<file path="config.mk">
export PLATFORM = sky130hd
export DESIGN_NAME = hb_gate_seq
export DESIGN_NICKNAME = d
export VERILOG_FILES = /design/src/rtl/hb_gate_pkg.sv /design/src/rtl/hb_dt_table.sv /design/src/rtl/hb_down_timer.sv /design/src/rtl/hb_gate_seq.sv
export SDC_FILE = /design/constraint.sdc
export NUM_CORES = 1
export LEC_CHECK = 0
export BUFFER_PORTS_ARGS = -buffer_cell sky130_fd_sc_hd__buf_2
export CAP_MARGIN = 40
export CORE_AREA = 2 2 62 79
export DETAILED_ROUTE_END_ITERATION = 8
export DIE_AREA = 0 0 64 81
export GPL_TIMING_DRIVEN = 1
export PLACE_DENSITY_LB_ADDON = 0.3
export SLEW_MARGIN = 20
export SYNTH_ARGS = -nofsm -noshare
export SYNTH_HDL_FRONTEND = slang
export SYNTH_SLANG_ARGS = --single-unit
</file>
<file path="constraint.sdc">
create_clock -name clk -period 2.76 [get_ports clk]
set_input_delay 0.138 -clock clk [delete_from_list [all_inputs] [get_ports clk]]
set_output_delay 0.138 -clock clk [all_outputs]
set_load 0.1 [all_outputs]
</file>
<file path="src/rtl/hb_gate_pkg.sv">
`timescale 1ns/1ps
package hb_gate_pkg;

  typedef enum logic [2:0] {
    S_OFF    = 3'd0,
    S_GAP_UP = 3'd1,
    S_UP     = 3'd2,
    S_GAP_LO = 3'd3,
    S_LO     = 3'd4,
    S_ZC     = 3'd5
  } seq_state_e;

  localparam logic [1:0] STRAP_OPEN = 2'b00;
  localparam logic [1:0] STRAP_GND  = 2'b01;
  localparam logic [1:0] STRAP_VCC  = 2'b10;

  localparam int unsigned DT_NS_MAX = 40;

  typedef struct packed {
    logic [7:0] lo2up_ns;
    logic [7:0] up2lo_ns;
  } dt_ns_t;

  // ceiling division, never below one cycle, so a gap is never shortened
  function automatic int unsigned ns_to_cyc(int unsigned ns, int unsigned clk_ns);
    int unsigned c;
    c = (ns + clk_ns - 1) / clk_ns;
    if (c == 0) c = 1;
    return c;
  endfunction

  function automatic int unsigned max2(int unsigned a, int unsigned b);
    return (a > b) ? a : b;
  endfunction

  function automatic dt_ns_t dt_lookup(logic [1:0] strap, logic [1:0] code);
    dt_ns_t p;
    if (strap == STRAP_VCC) begin
      p.lo2up_ns = 8'd27;
      case (code)
        2'd0:    p.up2lo_ns = 8'd23;
        2'd1:    p.up2lo_ns = 8'd18;
        2'd2:    p.up2lo_ns = 8'd15;
        default: p.up2lo_ns = 8'd7;
      endcase
    end else begin
      p.up2lo_ns = 8'd18;
      case (code)
        2'd0:    p.lo2up_ns = 8'd40;
        2'd1:    p.lo2up_ns = 8'd25;
        default: p.lo2up_ns = 8'd17;
      endcase
    end
    return p;
  endfunction

endpackage

</file>
<file path="src/rtl/hb_dt_table.sv">
`timescale 1ns/1ps
module hb_dt_table import hb_gate_pkg::*; #(
  parameter int unsigned CLK_NS   = 4,
  parameter int unsigned WAIT_CYC = 25,
  parameter int unsigned GW       = 5
) (
  input  logic [1:0]    dt_strap,
  input  logic [1:0]    dt_code,
  output logic          adaptive,
  output logic [GW-1:0] lo2up_cyc,
  output logic [GW-1:0] up2lo_cyc
);
  dt_ns_t pair;

  always_comb begin
    pair     = dt_lookup(dt_strap, dt_code);
    adaptive = !(dt_strap == STRAP_GND || dt_strap == STRAP_VCC);
    if (adaptive) begin
      lo2up_cyc = GW'(WAIT_CYC);
      up2lo_cyc = GW'(WAIT_CYC);
    end else begin
      lo2up_cyc = GW'(ns_to_cyc(32'(pair.lo2up_ns), CLK_NS));
      up2lo_cyc = GW'(ns_to_cyc(32'(pair.up2lo_ns), CLK_NS));
    end
  end
endmodule

</file>
<file path="src/rtl/hb_down_timer.sv">
`timescale 1ns/1ps
module hb_down_timer #(
  parameter int unsigned W = 5
) (
  input  logic         clk,
  input  logic         rst_n,
  input  logic         load,
  input  logic [W-1:0] load_val,
  output logic         zero
);
  logic [W-1:0] cnt;

  always_ff @(posedge clk or negedge rst_n) begin
    if (!rst_n)            cnt <= '0;
    else if (load)         cnt <= load_val;
    else if (cnt != '0)    cnt <= cnt - 1'b1;
  end

  assign zero = (cnt == '0);

  p_count_down_r2: assert property (@(posedge clk) disable iff (!rst_n)
    (!load && !zero) |=> (cnt == $past(cnt) - 1'b1));
endmodule

</file>
<file path="src/rtl/hb_gate_seq.sv">
`timescale 1ns/1ps
module hb_gate_seq import hb_gate_pkg::*; #(
  parameter int unsigned CLK_NS    = 4,
  parameter int unsigned MIN_ON_NS = 330,
  parameter int unsigned WAIT_NS   = 100
) (
  input  logic       clk,
  input  logic       rst_n,
  input  logic       en,
  input  logic       pgood,
  input  logic [1:0] pwm_cmd,
  input  logic       de_mode,
  input  logic       zero_cross,
  input  logic [1:0] dt_strap,
  input  logic [1:0] dt_code,
  input  logic       up_dis,
  input  logic       lo_dis,
  output logic       up_on,
  output logic       lo_on
);
  localparam int unsigned WAIT_CYC = ns_to_cyc(WAIT_NS, CLK_NS);
  localparam int unsigned MIN_CYC  = ns_to_cyc(MIN_ON_NS, CLK_NS);
  localparam int unsigned GAP_MAX  = max2(ns_to_cyc(DT_NS_MAX, CLK_NS), WAIT_CYC);
  localparam int unsigned GW       = $clog2(GAP_MAX + 1);
  localparam int unsigned MW       = $clog2(MIN_CYC + 1);

  seq_state_e state, nxt;

  logic          active, is_high, is_low, is_mid;
  logic          adaptive;
  logic [GW-1:0] lo2up_cyc, up2lo_cyc;
  logic          gap_load, gap_zero;
  logic [GW-1:0] gap_val;
  logic          min_load, min_done;

  // named events for the checks
  logic ev_go_up, ev_go_lo, ev_up_ready, ev_lo_ready, ev_wd_force, ev_zc_cut;

  assign active  = en && pgood;
  assign is_low  = (pwm_cmd == 2'b00);
  assign is_high = (pwm_cmd == 2'b01);
  assign is_mid  = pwm_cmd[1];

  hb_dt_table #(.CLK_NS(CLK_NS), .WAIT_CYC(WAIT_CYC), .GW(GW)) u_table (
    .dt_strap (dt_strap),
    .dt_code  (dt_code),
    .adaptive (adaptive),
    .lo2up_cyc(lo2up_cyc),
    .up2lo_cyc(up2lo_cyc)
  );

  hb_down_timer #(.W(GW)) u_gap (
    .clk     (clk),
    .rst_n   (rst_n),
    .load    (gap_load),
    .load_val(gap_val),
    .zero    (gap_zero)
  );

  hb_down_timer #(.W(MW)) u_min (
    .clk     (clk),
    .rst_n   (rst_n),
    .load    (min_load),
    .load_val(MW'(MIN_CYC - 1)),
    .zero    (min_done)
  );

  assign ev_up_ready = (state == S_GAP_UP) && (gap_zero || (adaptive && lo_dis));
  assign ev_lo_ready = (state == S_GAP_LO) && (gap_zero || (adaptive && up_dis));
  assign ev_wd_force = adaptive && gap_zero &&
                       (((state == S_GAP_UP) && !lo_dis) || ((state == S_GAP_LO) && !up_dis));
  assign ev_zc_cut   = (state == S_LO) && de_mode && min_done && is_low && zero_cross;

  always_comb begin
    nxt      = state;
    ev_go_up = 1'b0;
    ev_go_lo = 1'b0;
    if (!active) begin
      nxt = S_OFF;
    end else begin
      case (state)
        S_OFF, S_ZC: begin
          if (is_high)     ev_go_up = 1'b1;
          else if (is_mid) nxt = S_OFF;
          else if (state == S_OFF) ev_go_lo = 1'b1;
        end
        S_GAP_UP: begin
          if (is_low)           ev_go_lo = 1'b1;
          else if (is_mid)      nxt = S_OFF;
          else if (ev_up_ready) nxt = S_UP;
        end
        S_UP: begin
          if (is_low)      ev_go_lo = 1'b1;
          else if (is_mid) nxt = S_OFF;
        end
        S_GAP_LO: begin
          if (is_high)          ev_go_up = 1'b1;
          else if (is_mid)      nxt = S_OFF;
          else if (ev_lo_ready) nxt = S_LO;
        end
        S_LO: begin
          if (is_high)                               ev_go_up = 1'b1;
          else if (de_mode && min_done && is_mid)    nxt = S_OFF;
          else if (ev_zc_cut)                        nxt = S_ZC;
          else if (!de_mode && is_mid)               nxt = S_OFF;
        end
        default: nxt = S_OFF;
      endcase
      if (ev_go_up) nxt = S_GAP_UP;
      if (ev_go_lo) nxt = S_GAP_LO;
    end
  end

  assign gap_load = ev_go_up || ev_go_lo;
  assign gap_val  = ev_go_up ? (lo2up_cyc - 1'b1) : (up2lo_cyc - 1'b1);
  assign min_load = (nxt == S_LO) && (state != S_LO);

  always_ff @(posedge clk or negedge rst_n) begin
    if (!rst_n) state <= S_OFF;
    else        state <= nxt;
  end

  assign up_on = (state == S_UP);
  assign lo_on = (state == S_LO);

  p_inactive_off_r1: assert property (@(posedge clk) disable iff (!rst_n)
    (!en || !pgood) |=> (!up_on && !lo_on));

  p_up_after_gap_r2: assert property (@(posedge clk) disable iff (!rst_n)
    $rose(up_on) |-> !$past(lo_on));

  p_lo_after_gap_r3: assert property (@(posedge clk) disable iff (!rst_n)
    $rose(lo_on) |-> !$past(up_on));

  p_no_overlap_r4: assert property (@(posedge clk) disable iff (!rst_n)
    !(up_on && lo_on));

  p_mid_off_r5: assert property (@(posedge clk) disable iff (!rst_n)
    (active && is_mid && !de_mode) |=> (!up_on && !lo_on));

  p_zc_cut_r6: assert property (@(posedge clk) disable iff (!rst_n)
    (active && de_mode && lo_on && is_low && zero_cross && min_done) |=> !lo_on);

  p_min_hold_r7: assert property (@(posedge clk) disable iff (!rst_n)
    ($fell(lo_on) && $past(active) && $past(de_mode) && !$past(is_high)) |-> $past(min_done));

  p_wd_force_r8: assert property (@(posedge clk) disable iff (!rst_n)
    (active && is_high && ev_wd_force) |=> up_on);

  p_cancel_r9: assert property (@(posedge clk) disable iff (!rst_n)
    ((state == S_GAP_UP) && is_low) |=> !up_on);
endmodule

</file>
==> results.json <==
{
  "startpoint": "state[1]$_DFF_PN0_",
  "relSlewSlack_pct": 67.6,
  "cts_sinks": 15,
  "tightest_slew_ns": 0.489,
  "avgSynthCellArea_um2": 8.70,
  "fin_worst_skew_ns": 0.00316,
  "insertedDiodeCount": 0,
  "grt_use_total_pct": 12.9,
  "finalPower_mw": 1.04,
  "route.detailed.wl_per_inst_um": 13.1,
  "nNetsFinal": 189,
  "cts-resized-gates": 0,
  "synth.cell_area_um2": 1320,
  "syn_inst": 152,
  "finalSetupViolCount": 0,
  "core_area_um2": 4520,
  "final_cell_mix": "nor2_1 (16), buf_2 (15), dfrtp_1 (15)",
  "syn-num-nets": 171,
  "place_area_um2": 1440,
  "cp.required_ns": 2.89,
  "hold_depth": 5,
  "synth_ff_type": "dfrtp_1",
  "critical_path_arrival_ns": 2.59,
  "row_count": 28,
  "ir_drop_mv": 0.280,
  "dp_hpwl_mm": 2.31,
  "ff2ff_setup_slack_ns": 0.30,
  "area_delta_synth_final_pct": 13.2,
  "ys_ff_latch": 15,
  "crit_path_max_fanout": 13,
  "cts_hold_buf": 1,
  "powerDensity_nw_per_um2": 696,
  "min_to": "state[2]$_DFF_PN0_",
  "synth-seq-area-share_pct": 28.4,
  "hp-class": "in -> reg",
  "detail-route-antenna-nets": 0,
  "synthArstFlopShare_pct": 100,
  "rr_worst_depth": 9,
  "synth_edf_count": 0,
  "grt_pass1_wl_mm": 5.36,
  "clk_pin_slew_ns": 0.06,
  "dp.cells": 224,
  "clock_latency_ns": 0.24,
  "dr.pass1.iters": 4,
  "drc": 0,
  "synth_warnings": 0,
  "min_from": "pgood",
  "fmax_mhz": 407,
  "leakage_nw": 0.651,
  "r2r-start": "state[1]$_DFF_PN0_",
  "criticalPathCategory": "reg -> reg",
  "die_area_um2": 5180,
  "numCtsBuffers": 3,
  "clockBufferDepth": 2,
  "outcome": "finished clean",
  "grt.overflow.total": 0,
  "vias": 1134,
  "hold_viol_final": 0,
  "seq_area_um2": 375,
  "drive_gt1_share_pct": 27.2,
  "routabilityCongestion": 0.800,
  "ios": 16,
  "grt_max_degree": 16,
  "fin_setup_tns_ns": 0,
  "postCtsSetupBuffers": 0,
  "startpoint_type": "register",
  "reg2reg_to": "u_gap.cnt[4]$_DFFE_PN0P_",
  "final_common_cell": "nor2_1",
  "stdcell_area_um2": 1500,
  "period_minus_slack_ns": 2.46,
  "grt_setup_unrepaired": "false",
  "multi_input_area_um2": 875,
  "initial_core_util_pct": 29.3,
  "viasPerCell": 4.95,
  "wl_mm": 3.01,
  "synth_cell_types": 57,
  "end_kind": "register",
  "fillers": 471,
  "fp.dieH_um": 81,
  "htreeDepth": 1,
  "first_global_vias": 1187,
  "cts_root_buf": "clkbuf_8",
  "cts_tree": "yes",
  "chipWidth_um": 64,
  "finalMaxSlewViolations": 0,
  "finalNonFillerCells": 229,
  "io_buffers": 15,
  "cap_violations": 0,
  "drt_iter0_markers": 109,
  "finalCritPeriodShare_pct": 89.1,
  "antenna_found_initial": 0
}
-- through the flow --
step                util [%]  worst slack (ns)  hold slack, ns
floorplan                  -             0.425          -0.158
global placement        31.9             0.225          0.0659
detailed placement      31.9             0.225          0.0691
CTS                     33.1             0.315           0.302
global route            33.1             0.126           0.347
finish                  33.1             0.301           0.313
-- final cells by class --
cell class                      count  area share [%]
Clock buffer                        4            3.01
Inverter                            9            2.26
Multi-Input combinational cell    124            58.4
Sequential cell                    15            25.1
Tap cell                           60            5.02
Timing Repair Buffer               17            6.19
-- power by group --
| part | internal [mW] | switching (mW) | leakage [nW] |
|---|---|---|---|
| Sequential | 0.313 | 0.0904 | 0.186 |
| Clock | 0.102 | 0.0742 | 0.0228 |
| Combinational | 0.216 | 0.246 | 0.442 |
| Total | 0.631 | 0.410 | 0.651 |
-- Yosys cell counts, types with 2 or more instances --
cell	number	area [µm²]
xnor2_1	3	26.3
xor2_1	3	26.3
nand2b_1	5	31.3
a211oi_1	3	22.5
nor2_1	17	63.8
nand3_1	5	25.0
dfrtp_1	15	375
nand2_1	13	48.8
ha_1	5	62.6
and2b_2	2	17.5
inv_1	9	33.8
a21oi_2	2	17.5
and2_1	2	12.5
and4bb_4	2	32.5
nor3_2	2	20.0
buf_6	3	33.8
nor3_1	4	20.0
a211o_1	2	17.5
nor2b_1	2	12.5
a21oi_1	11	55.1
o21ai_0	5	25.0
o21ai_2	2	17.5
-- per-layer routing --
metal  GRT usage [%]  vias to the layer above  wire (µm)  share of wire, %
met1            15.5                      523       1360                45
met5               0                        -          0                 0
li1                -                      588          -                 -
met2            23.4                       19       1530                51
met3            1.11                        4         78               2.6
met4            5.65                        0         41               1.4
-- critical path: stages, from the launching register on --
cell     delay [ns]
dfrtp_1        0.55
and2b_2        0.31
a21o_2         0.23
a211o_1        0.27
a21oi_2        0.20
inv_1          0.07
ha_1           0.25
a31oi_1        0.15
o22ai_1        0.10
a31o_2         0.22
-- cell families (layout without fill, tap and decap cells) --
group / Yosys count / after routing / synth area share, %
XOR/XNOR: 6 / 6 / 3.97
flip-flops: 15 / 15 / 28.4
buffers and inverters: 13 / 30 / 5.68
AO/OA/AOI/OAI: 45 / 45 / 26.0
multiplexers: 1 / 1 / 0.757
AND/OR/NAND/NOR: 67 / 67 / 30.5
adder cells (fa/ha/maj): 5 / 5 / 4.73
-- worst max-delay path by stage --
stage | to | slack [ns] | cells after the start
2_1_floorplan | u_min.cnt[4]$_DFFE_PN0P_ | 0.43 | 5
3_3_place_gp | u_gap.cnt[4]$_DFFE_PN0P_ | 0.22 | 14
3_5_place_dp | u_gap.cnt[4]$_DFFE_PN0P_ | 0.23 | 14
4_1_cts | u_gap.cnt[4]$_DFFE_PN0P_ | 0.32 | 9
5_1_grt | u_gap.cnt[4]$_DFFE_PN0P_ | 0.13 | 9
6_report | u_gap.cnt[4]$_DFFE_PN0P_ | 0.30 | 9
-- state kept, by name, indices dropped and copies added, names as in the netlist --
register   count
u_gap.cnt      5
u_min.cnt      7
state          3
Note: power is estimated with default switching activity, not from simulation.
